**src/rtl/btnw_pkg.sv**
```systemverilog
package btnw_pkg;
  typedef enum logic [2:0] {
    ST_IDLE  = 3'd0,
    ST_ARM   = 3'd1,
    ST_HOLD  = 3'd2,
    ST_PAIR  = 3'd3,
    ST_BLOCK = 3'd4,
    ST_SHDN  = 3'd5
  } seq_state_t;
endpackage

```
**src/rtl/btnw_debounce.sv**
```systemverilog
module btnw_debounce #(
  parameter int DEB_TICKS = 15000
) (
  input  logic clk,
  input  logic rst_n,
  input  logic raw_n,
  output logic pressed,
  output logic press_pulse
);
  localparam int CNT_W = $clog2(DEB_TICKS + 1);
  localparam logic [CNT_W-1:0] CNT_LAST = CNT_W'(DEB_TICKS - 1);

  logic [1:0]       sync_q;
  logic [CNT_W-1:0] cnt_q;
  logic             raw_pressed;
  logic             flip;

  assign raw_pressed = ~sync_q[1];
  assign flip        = (raw_pressed != pressed) && (cnt_q == CNT_LAST);

  always_ff @(posedge clk or negedge rst_n) begin
    if (!rst_n) begin
      sync_q      <= 2'b11;
      cnt_q       <= '0;
      pressed     <= 1'b0;
      press_pulse <= 1'b0;
    end else begin
      sync_q      <= {sync_q[0], raw_n};
      press_pulse <= flip && raw_pressed;
      if (raw_pressed == pressed) begin
        cnt_q <= '0;
      end else if (flip) begin
        cnt_q   <= '0;
        pressed <= raw_pressed;
      end else begin
        cnt_q <= cnt_q + 1'b1;
      end
    end
  end
endmodule

```
**src/rtl/btnw_seq.sv**
```systemverilog
module btnw_seq
  import btnw_pkg::*;
#(
  parameter int DEB_TICKS  = 15000,
  parameter int SLOW_TICKS = 250000,
  parameter int FAST_AFTER = 1000000,
  parameter int FAST_TICKS = 50000,
  parameter int SHDN_TICKS = 2000000
) (
  input  logic clk,
  input  logic rst_n,
  input  logic up_prs,
  input  logic dn_prs,
  input  logic up_pls,
  input  logic dn_pls,
  input  logic st_pls,
  output logic step_req,
  output logic step_up,
  output logic shdn
);
  localparam int MAX_A = (DEB_TICKS > SLOW_TICKS) ? DEB_TICKS : SLOW_TICKS;
  localparam int MAX_B = (FAST_AFTER > SHDN_TICKS) ? FAST_AFTER : SHDN_TICKS;
  localparam int MAX_T = (MAX_A > MAX_B) ? MAX_A : MAX_B;
  localparam int TMR_W = $clog2(MAX_T + 1);
  localparam logic [TMR_W-1:0] ARM_LAST  = TMR_W'(DEB_TICKS - 1);
  localparam logic [TMR_W-1:0] SHDN_LAST = TMR_W'(SHDN_TICKS - 1);
  localparam logic [TMR_W-1:0] SLOW_LAST = TMR_W'(SLOW_TICKS - 1);
  localparam logic [TMR_W-1:0] FAST_LAST = TMR_W'(FAST_TICKS - 1);
  localparam logic [TMR_W-1:0] FAST_AT   = TMR_W'(FAST_AFTER);

  seq_state_t       st_q;
  logic             dir_q;
  logic [TMR_W-1:0] tmr_q;
  logic [TMR_W-1:0] rep_q;
  logic [TMR_W-1:0] held_q;
  logic             own, other, rep_due, arm_fire;

  function automatic logic [TMR_W-1:0] rep_limit(input logic [TMR_W-1:0] held);
    return (held >= FAST_AT) ? FAST_LAST : SLOW_LAST;
  endfunction

  assign own      = dir_q ? up_prs : dn_prs;
  assign other    = dir_q ? dn_prs : up_prs;
  assign rep_due  = rep_q >= rep_limit(held_q);
  assign arm_fire = !other && (!own || (tmr_q == ARM_LAST));
  assign step_up  = dir_q;
  assign shdn     = (st_q == ST_SHDN);

  always_comb begin
    step_req = 1'b0;
    if (st_q == ST_ARM)  step_req = arm_fire;
    if (st_q == ST_HOLD) step_req = !other && own && rep_due;
  end

  always_ff @(posedge clk or negedge rst_n) begin
    if (!rst_n) begin
      st_q   <= ST_IDLE;
      dir_q  <= 1'b1;
      tmr_q  <= '0;
      rep_q  <= '0;
      held_q <= '0;
    end else begin
      case (st_q)
        ST_IDLE: begin
          tmr_q  <= '0;
          rep_q  <= '0;
          held_q <= '0;
          if (up_prs && dn_prs) begin
            st_q <= ST_PAIR;
          end else if (up_prs || dn_prs) begin
            st_q  <= ST_ARM;
            dir_q <= up_prs;
          end
        end
        ST_ARM: begin
          if (other) begin
            st_q  <= ST_PAIR;
            tmr_q <= '0;
          end else if (!own) begin
            st_q <= ST_IDLE;
          end else if (tmr_q == ARM_LAST) begin
            st_q   <= ST_HOLD;
            rep_q  <= '0;
            held_q <= '0;
          end else begin
            tmr_q <= tmr_q + 1'b1;
          end
        end
        ST_HOLD: begin
          if (other) begin
            st_q <= ST_BLOCK;
          end else if (!own) begin
            st_q <= ST_IDLE;
          end else begin
            if (held_q < FAST_AT) held_q <= held_q + 1'b1;
            rep_q <= rep_due ? '0 : rep_q + 1'b1;
          end
        end
        ST_PAIR: begin
          if (!(up_prs && dn_prs)) begin
            st_q <= ST_BLOCK;
          end else if (tmr_q == SHDN_LAST) begin
            st_q <= ST_SHDN;
          end else begin
            tmr_q <= tmr_q + 1'b1;
          end
        end
        ST_BLOCK: begin
          if (!up_prs && !dn_prs) st_q <= ST_IDLE;
        end
        ST_SHDN: begin
          rep_q  <= '0;
          held_q <= '0;
          if (up_pls || dn_pls || st_pls) begin
            if (up_prs && dn_prs) begin
              st_q <= ST_BLOCK;
            end else if (up_prs || dn_prs) begin
              st_q  <= ST_HOLD;
              dir_q <= up_prs;
            end else begin
              st_q <= ST_IDLE;
            end
          end
        end
        default: st_q <= ST_IDLE;
      endcase
    end
  end
endmodule

```
**src/rtl/btnw_pos.sv**
```systemverilog
module btnw_pos #(
  parameter int TAP_W     = 5,
  parameter int RESET_TAP = 16
) (
  input  logic             clk,
  input  logic             rst_n,
  input  logic             step_req,
  input  logic             step_up,
  input  logic             freeze,
  input  logic             load_en,
  input  logic [TAP_W-1:0] load_val,
  output logic [TAP_W-1:0] pos,
  output logic             moved
);
  localparam logic [TAP_W-1:0] TOP_CODE = {TAP_W{1'b1}};

  function automatic logic [TAP_W-1:0] sat_step(input logic [TAP_W-1:0] p,
                                                input logic up);
    if (up)  return (p == TOP_CODE) ? p : p + 1'b1;
    return (p == '0) ? p : p - 1'b1;
  endfunction

  logic [TAP_W-1:0] nxt;
  logic             take;

  assign nxt  = sat_step(pos, step_up);
  assign take = step_req && !freeze && (nxt != pos);

  always_ff @(posedge clk or negedge rst_n) begin
    if (!rst_n) begin
      pos   <= TAP_W'(RESET_TAP);
      moved <= 1'b0;
    end else if (load_en) begin
      pos   <= load_val;
      moved <= 1'b0;
    end else begin
      moved <= take;
      if (take) pos <= nxt;
    end
  end
endmodule

```
**src/rtl/btnw_top.sv**
```systemverilog
module btnw_top #(
  parameter int TAP_W      = 5,
  parameter int RESET_TAP  = 16,
  parameter int DEB_TICKS  = 15000,
  parameter int SLOW_TICKS = 250000,
  parameter int FAST_AFTER = 1000000,
  parameter int FAST_TICKS = 50000,
  parameter int SHDN_TICKS = 2000000
) (
  input  logic             clk,
  input  logic             rst_n,
  input  logic             up_n,
  input  logic             dn_n,
  input  logic             store_n,
  input  logic             freeze,
  input  logic             load_en,
  input  logic [TAP_W-1:0] load_val,
  output logic [TAP_W-1:0] tap_o,
  output logic             shdn_o,
  output logic             step_o
);
  localparam int N_BTN = 3;

  logic [N_BTN-1:0] raw_n, prs, pls;
  logic             step_req, step_up, shdn;
  logic [TAP_W-1:0] pos;

  assign raw_n = {store_n, dn_n, up_n};

  for (genvar i = 0; i < N_BTN; i++) begin : g_deb
    btnw_debounce #(.DEB_TICKS(DEB_TICKS)) u_deb (
      .clk        (clk),
      .rst_n      (rst_n),
      .raw_n      (raw_n[i]),
      .pressed    (prs[i]),
      .press_pulse(pls[i])
    );
  end

  btnw_seq #(
    .DEB_TICKS (DEB_TICKS),
    .SLOW_TICKS(SLOW_TICKS),
    .FAST_AFTER(FAST_AFTER),
    .FAST_TICKS(FAST_TICKS),
    .SHDN_TICKS(SHDN_TICKS)
  ) u_seq (
    .clk     (clk),
    .rst_n   (rst_n),
    .up_prs  (prs[0]),
    .dn_prs  (prs[1]),
    .up_pls  (pls[0]),
    .dn_pls  (pls[1]),
    .st_pls  (pls[2]),
    .step_req(step_req),
    .step_up (step_up),
    .shdn    (shdn)
  );

  btnw_pos #(.TAP_W(TAP_W), .RESET_TAP(RESET_TAP)) u_pos (
    .clk     (clk),
    .rst_n   (rst_n),
    .step_req(step_req),
    .step_up (step_up),
    .freeze  (freeze),
    .load_en (load_en),
    .load_val(load_val),
    .pos     (pos),
    .moved   (step_o)
  );

  assign shdn_o = shdn;
  assign tap_o  = shdn ? '0 : pos;
endmodule

```
**config.mk**
```make
export PLATFORM = sky130hd
export DESIGN_NAME = btnw_top
export DESIGN_NICKNAME = d
export VERILOG_FILES = /design/src/rtl/btnw_pkg.sv /design/src/rtl/btnw_debounce.sv /design/src/rtl/btnw_seq.sv /design/src/rtl/btnw_pos.sv /design/src/rtl/btnw_top.sv
export SDC_FILE = /design/constraint.sdc
export NUM_CORES = 1
export LEC_CHECK = 0
export ABC_AREA = 1
export BUFFER_PORTS_ARGS = -buffer_cell sky130_fd_sc_hd__buf_4
export CAP_MARGIN = 10
export CORE_MARGIN = 5
export CORE_UTILIZATION = 45
export CTS_CLUSTER_DIAMETER = 40
export CTS_CLUSTER_SIZE = 28
export DETAILED_ROUTE_END_ITERATION = 6
export GPL_ROUTABILITY_DRIVEN = 0
export MAX_ROUTING_LAYER = met4
export SYNTH_ARGS = -nofsm -noshare
export SYNTH_HDL_FRONTEND = slang
export SYNTH_HIERARCHICAL = 1
export SYNTH_SLANG_ARGS = --single-unit
```
**constraint.sdc**
```tcl
create_clock -name clk -period 3.7 [get_ports clk]
set_input_delay 0.185 -clock clk [delete_from_list [all_inputs] [get_ports clk]]
set_output_delay 0.185 -clock clk [all_outputs]
set_load 0.01 [all_outputs]
```
Yosys cells after proc, flatten, opt, wreduce, memory -nomap -nowiden
Cells that the tools add are included.
{"block": "op_classes", "addsub": 8, "order_cmp": 3, "n_eq_ne": 34, "muxes": 55, "bitwise_logic": 6, "n_reduce_logical": 37}
{"op": "$mux 21", "count": 14}
{"op": "$pmux 21 s3", "count": 3}
{"op": "$mux 14", "count": 6}
{"op": "$add 21x1->21 const B", "count": 3}
{"op": "$add 14x1->14 const B", "count": 3}
{"op": "$eq 14x14->1 const B", "count": 3}
{"op": "$mux 3", "count": 12}
{"op": "$mux 5", "count": 7}
{"op": "$eq 21x14->1 const B", "count": 1}
{"op": "$eq 21x21->1 const B", "count": 1}
{"op": "$ge 21x20->1 const B", "count": 1}
{"op": "$ge 21x21->1", "count": 1}
{"op": "$lt 21x20->1 const B", "count": 1}
{"op": "$mux 18", "count": 1}
{"op": "$pmux 3 s6", "count": 1}
{"op": "$logic_and 1x1->1", "count": 13}
{"op": "$reduce_and 6->1", "count": 2}
{"op": "$ne 2x1->1 const B", "count": 5}
{"op": "$ne 2x2->1 const B", "count": 5}
{"op": "$mux 1", "count": 9}
{"op": "$reduce_and 2->1", "count": 4}
{"op": "$reduce_and 7->1", "count": 1}
{"op": "$eq 3x2->1 const B", "count": 2}
{"op": "$eq 3x3->1 const B", "count": 2}
{"op": "other kinds (22)", "count": 42}
{"block": "totals", "regBits": 127, "in_bits": 12, "out_inout_bits": 7, "word_cells": 162}

Logic depth before layout (Yosys ltp)
{"block": "depth", "ltp_word": 10, "ltp_mapped": 24}

Modules after synthesis
Netlist, hierarchy kept.
{"mod": "btnw_seq", "instances": 1, "cells_each": 793, "area_per_inst_um2": 5159.9, "seq_area_each_um2": 1677.9}
{"mod": "btnw_debounce (g_deb[1].u_deb ...)", "instances": 2, "cells_each": 139, "area_per_inst_um2": 1033.5, "seq_area_each_um2": 452.9}
{"mod": "btnw_debounce (g_deb[0].u_deb)", "instances": 1, "cells_each": 114, "area_per_inst_um2": 924.6, "seq_area_each_um2": 452.9}
{"mod": "btnw_pos", "instances": 1, "cells_each": 84, "area_per_inst_um2": 573.0, "seq_area_each_um2": 151.4}
{"mod": "btnw_top", "instances": 1, "cells_each": 10, "area_per_inst_um2": 37.5, "seq_area_each_um2": 0.0}

Least setup slack after synthesis
No wires, ideal clock.
{"block": "synth_timing", "path_kind": "register -> register", "from": "register u_seq.held_q[16]", "to": "register u_pos.pos[0]", "setup_time_ns": 0.065, "arrival_ns": 2.665, "path_slack_ns": 0.970, "path_stages_with_launch": 22, "n_path_buf": 1, "cell_sequence": "dfrtp_1 -> inv_1 -> nor3_1 -> nand4_1 -> nand2_1 -> inv_1 -> ha_1 -> nand2_1 -> nor2_1 -> nand3_1 -> nand2_1 -> nor2_1 -> nor2_1 -> nor2_1 -> buf_2 -> o21bai_1 -> inv_1 -> nor2_1 -> nand2_4 -> nor2_4 -> nand3_1 -> nand2_1"}
{"block": "synth_via", "elab_chain_cells": 8}
{"element": "start: declaration", "line_no": "btnw_seq.sv:35", "text": "logic [TMR_W-1:0] held_q;"}
{"element": "start signal: assignment", "line_no": "btnw_seq.sv:95", "text": "if (held_q < FAST_AT) held_q <= held_q + 1'b1;"}
{"element": "$ge 21x20->1", "line_no": "btnw_seq.sv:39", "text": "return (held >= FAST_AT) ? FAST_LAST : SLOW_LAST;"}
{"element": "$mux 18", "line_no": "btnw_seq.sv:39"}
{"element": "$ge 21x21->1", "line_no": "btnw_seq.sv:44", "text": "assign rep_due = rep_q >= rep_limit(held_q);"}
{"element": "$logic_and 1x1->1", "line_no": "btnw_seq.sv:52", "text": "if (st_q == ST_HOLD) step_req = !other && own && rep_due;"}
{"element": "$mux 1", "line_no": "btnw_seq.sv:52"}
{"element": "named net step_req", "line_no": "btnw_top.sv:25", "text": "logic step_req, step_up, shdn;"}
{"element": "$logic_and 1x1->1 (2 in a row)", "line_no": "btnw_pos.sv:27", "text": "assign take = step_req && !freeze && (nxt != pos);"}
{"element": "$reduce_bool 2->1 (no line)"}
{"element": "end signal: assignment", "line_no": "btnw_pos.sv:31", "text": "pos <= TAP_W'(RESET_TAP);"}
{"element": "end signal: assignment", "line_no": "btnw_pos.sv:34", "text": "pos <= load_val;"}
{"element": "end signal: assignment", "line_no": "btnw_pos.sv:38", "text": "if (take) pos <= nxt;"}
{"element": "end: declaration", "line_no": "btnw_pos.sv:12", "text": "output logic [TAP_W-1:0] pos,"}
The timed path passes the listed nets, and every way through them passes these cells.
A chain may end at the register's enable or synchronous reset.

Worst setup path in the final report
Ends and elaborated chain as after synthesis.

==> flow_summary.ini <==
[final_layout]
layout-drive-gt1-share_pct = 10.5
utilization_pct = 50.7
fin_nets = 1338
layout_common_cells = nand2_1 (406), nor2_1 (176), inv_1 (143)
layoutNonFillerInstCount = 1585
final_common_cell = nand2_1
syn_to_final_growth_pct = 12.0
antennaDiodeCount = 0

[sta]
period_minus_slack_ns = 3.01
fin_skew_ns = 0.0112
slew_headroom_pct = 40.9
max_freq_mhz = 332
maxSlewViolCount = 0
fin_crit_sh_pct = 81.4
rsz0062_at_grt = false
hold_slack_ns = 0.0683
worstMarginPinSlew_ns = 0.886
setup_viol = 0
setup_tns_ns = 0
final-hold-violation-count = 0

[routing]
drtIter0Drc = 399
drc = 0
first_pass_iters = 4
vias = 7934
drt-wirelength-per-cell_um = 12.8
via_per_inst = 5.01
routed_wl_um = 20300
drtAntennaViolNets = 0

[yosys]
synth.distinct_cells = 45
netlist_instances = 1279
netlist_area_um2 = 8760
ys_warn_count = 6
ys_seq_elements = 127
seq_area_frac_synth_pct = 36.4
synth.avg_cell_area_um2 = 6.85
syn_nets = 1310

[worst_setup_path]
crit_type = reg2reg
worstPathMaxFanout = 7
cp_data_required_time_ns = 4.05
cp.arrival_ns = 3.36
cp-start-kind = register
end_kind = register

[global_routing]
busiest_layer = met2
met2_usage_pct = 31.3
grt_max_degree = 95
grt_remaining_overflow = 0
grtUsageMet3_pct = 3.57
grt_usage_pct = 20.0
grt_pass1_wl_um = 35900
grt_pass1_vias = 7636
antenna_found_initial = 0
grt_util_met1_pct = 26.9

[die]
start_util_pct = 45.3
dieWidth_um = 150
die-area_um2 = 22400
num_io_pins = 19
core.rowCount = 51
die_h_um = 150
core_region_area_um2 = 19300

[power]
p_total_mw = 3.30
irDropWorstVdd_mv = 0.278
power_density_nw_per_um2 = 337
p_leak_nw = 4.54

[clocking]
htree_num_levels = 4
tritoncts = done
cts_made_buffers = 17
post_cts_buffers = 0
clk_latency_ns = 0.42
clkTransAtPathRegs_ns = 0.06
clock_path_buffers = 2
cts_num_sinks = 127
root_buffer = clkbuf_16

[placed_design]
hpwlAfterDp_um = 14600
dp_cells = 1545
placement.io_buffers = 18

[hold_path]
hold_class = in2reg

[status]
status = finished clean

[job]
max_cap_viol_count = 0
[synthesized netlist by cell type (all sizes together)]
library cell  instances  share of area [%]
clkinv                1              0.043
xor2                 33                3.3
nand3               116                7.1
a21oi                21                1.3
buf                  20                1.8
o2111a                1               0.13
and2                  1              0.071
nand3b                4               0.34
nor2                194                9.1
dfstp                 8                2.4
o21ai                41                3.1
o2111ai               1               0.10
nor3                 25                1.5
xnor2                 9               0.99
nor4                  1              0.071
o21bai                4               0.34
inv                 153                6.6
nand4                66                4.8
clkbuf                4               0.19
a221oi                1               0.10
bufinv                1               0.20
nand2               426                 19
dfrtp               119                 34
or2                   5               0.36
ha                   19                2.7
nor3b                 5               0.43
[worst max-delay path, cell delays in order, from the launching register on]
cell and delay, ns:
dfrtp_1 0.41, inv_1 0.05, nor3_1 0.26, nand4_1 0.13
nand2_1 0.27, inv_1 0.17, ha_1 0.32, nand2_1 0.07
nor2_1 0.15, nand3_1 0.09, nand2_1 0.07, nor2_1 0.04
nor2_1 0.07, nor2_1 0.06, o21bai_1 0.16, inv_1 0.05
nor2_1 0.18, nand2_4 0.11, nor2_4 0.14, nand3_1 0.08
nand2_1 0.07
[final cells by class]
| type | instances | area [um2] |
|---|---|---|
| fillers | 1993 | 9520 |
| multi-input cells | 973 | 4810 |
| flip-flops and latches | 127 | 3190 |
| inverters | 155 | 598 |
| clock buffers | 23 | 478 |
| well taps | 265 | 332 |
| repair buffers | 33 | 272 |
| clock inverters | 9 | 134 |
[metal layers]
layer  routed length [um]  up-vias  share of wire, %
li1                     -     4148                 -
met1                10200     3650                50
met2                 9240      118                45
met3                  672       18               3.3
met4                  190        0              0.93
met5                    0        -                 0
[registers in the layout, indices dropped and copies added, names as in the netlist]
signal,cells
u_seq/held_q,21
g_deb.u_deb/sync_q,6
u_seq/st_q,3
u_seq/tmr_q,21
g_deb.u_deb/press_pulse,3
u_pos/pos,5
g_deb.u_deb/cnt_q,42
u_seq/step_up,1
g_deb.u_deb/pressed,3
u_seq/rep_q,21
u_pos/moved,1
[power breakdown]
group | leakage, nW | internal [mW] | switching, mW
Clock | 0.286 | 1.11 | 0.621
Sequential | 1.73 | 1.41 | 0.0222
Combinational | 2.52 | 0.0508 | 0.0856
[kinds of logic after synthesis]
group,synth area share [%]
buffers and inverters,8.80
DFF,36.4
xor gates and xnor gates,4.28
adders and majority gates,2.71
AOI/OAI and AO/OA,5.07
and+or+nand+nor,42.8
[repair_timing]
item | in CTS | in global routing
hold buffers | 8 | 0
resized for setup | 0 | 0
endpoints found under the hold margin | 95 | 0
[worst paths after layout]
| check | slack, ns | from | endpoint | depth (start not counted) |
|---|---|---|---|---|
| hold / removal | 0.07 | load_val[2] | u_pos/pos[2] | 5 |
| setup reg to reg | 0.69 | u_seq/held_q[16] | u_pos/pos[0] | 20 |
| min in group asynchronous | 0.41 | rst_n | g_deb[0].u_deb/cnt_q[9] | 2 |
| max in group asynchronous | 2.42 | rst_n | u_pos/pos[4] | 3 |
| setup / recovery | 0.69 | u_seq/held_q[16] | u_pos/pos[0] | 20 |
| hold reg to reg | 0.36 | g_deb[2].u_deb/sync_q[0] | g_deb[2].u_deb/sync_q[1] | 0 |
[per-stage QoR]
step,instance area [um2],setup WS (ns)
after floorplan,8760,0.970
after global placement,9120,0.815
after detailed placement,9120,0.742
after CTS,9810,0.672
after global routing,9810,0.210
final,9810,0.690
Note: power is estimated with default switching activity, not from simulation.
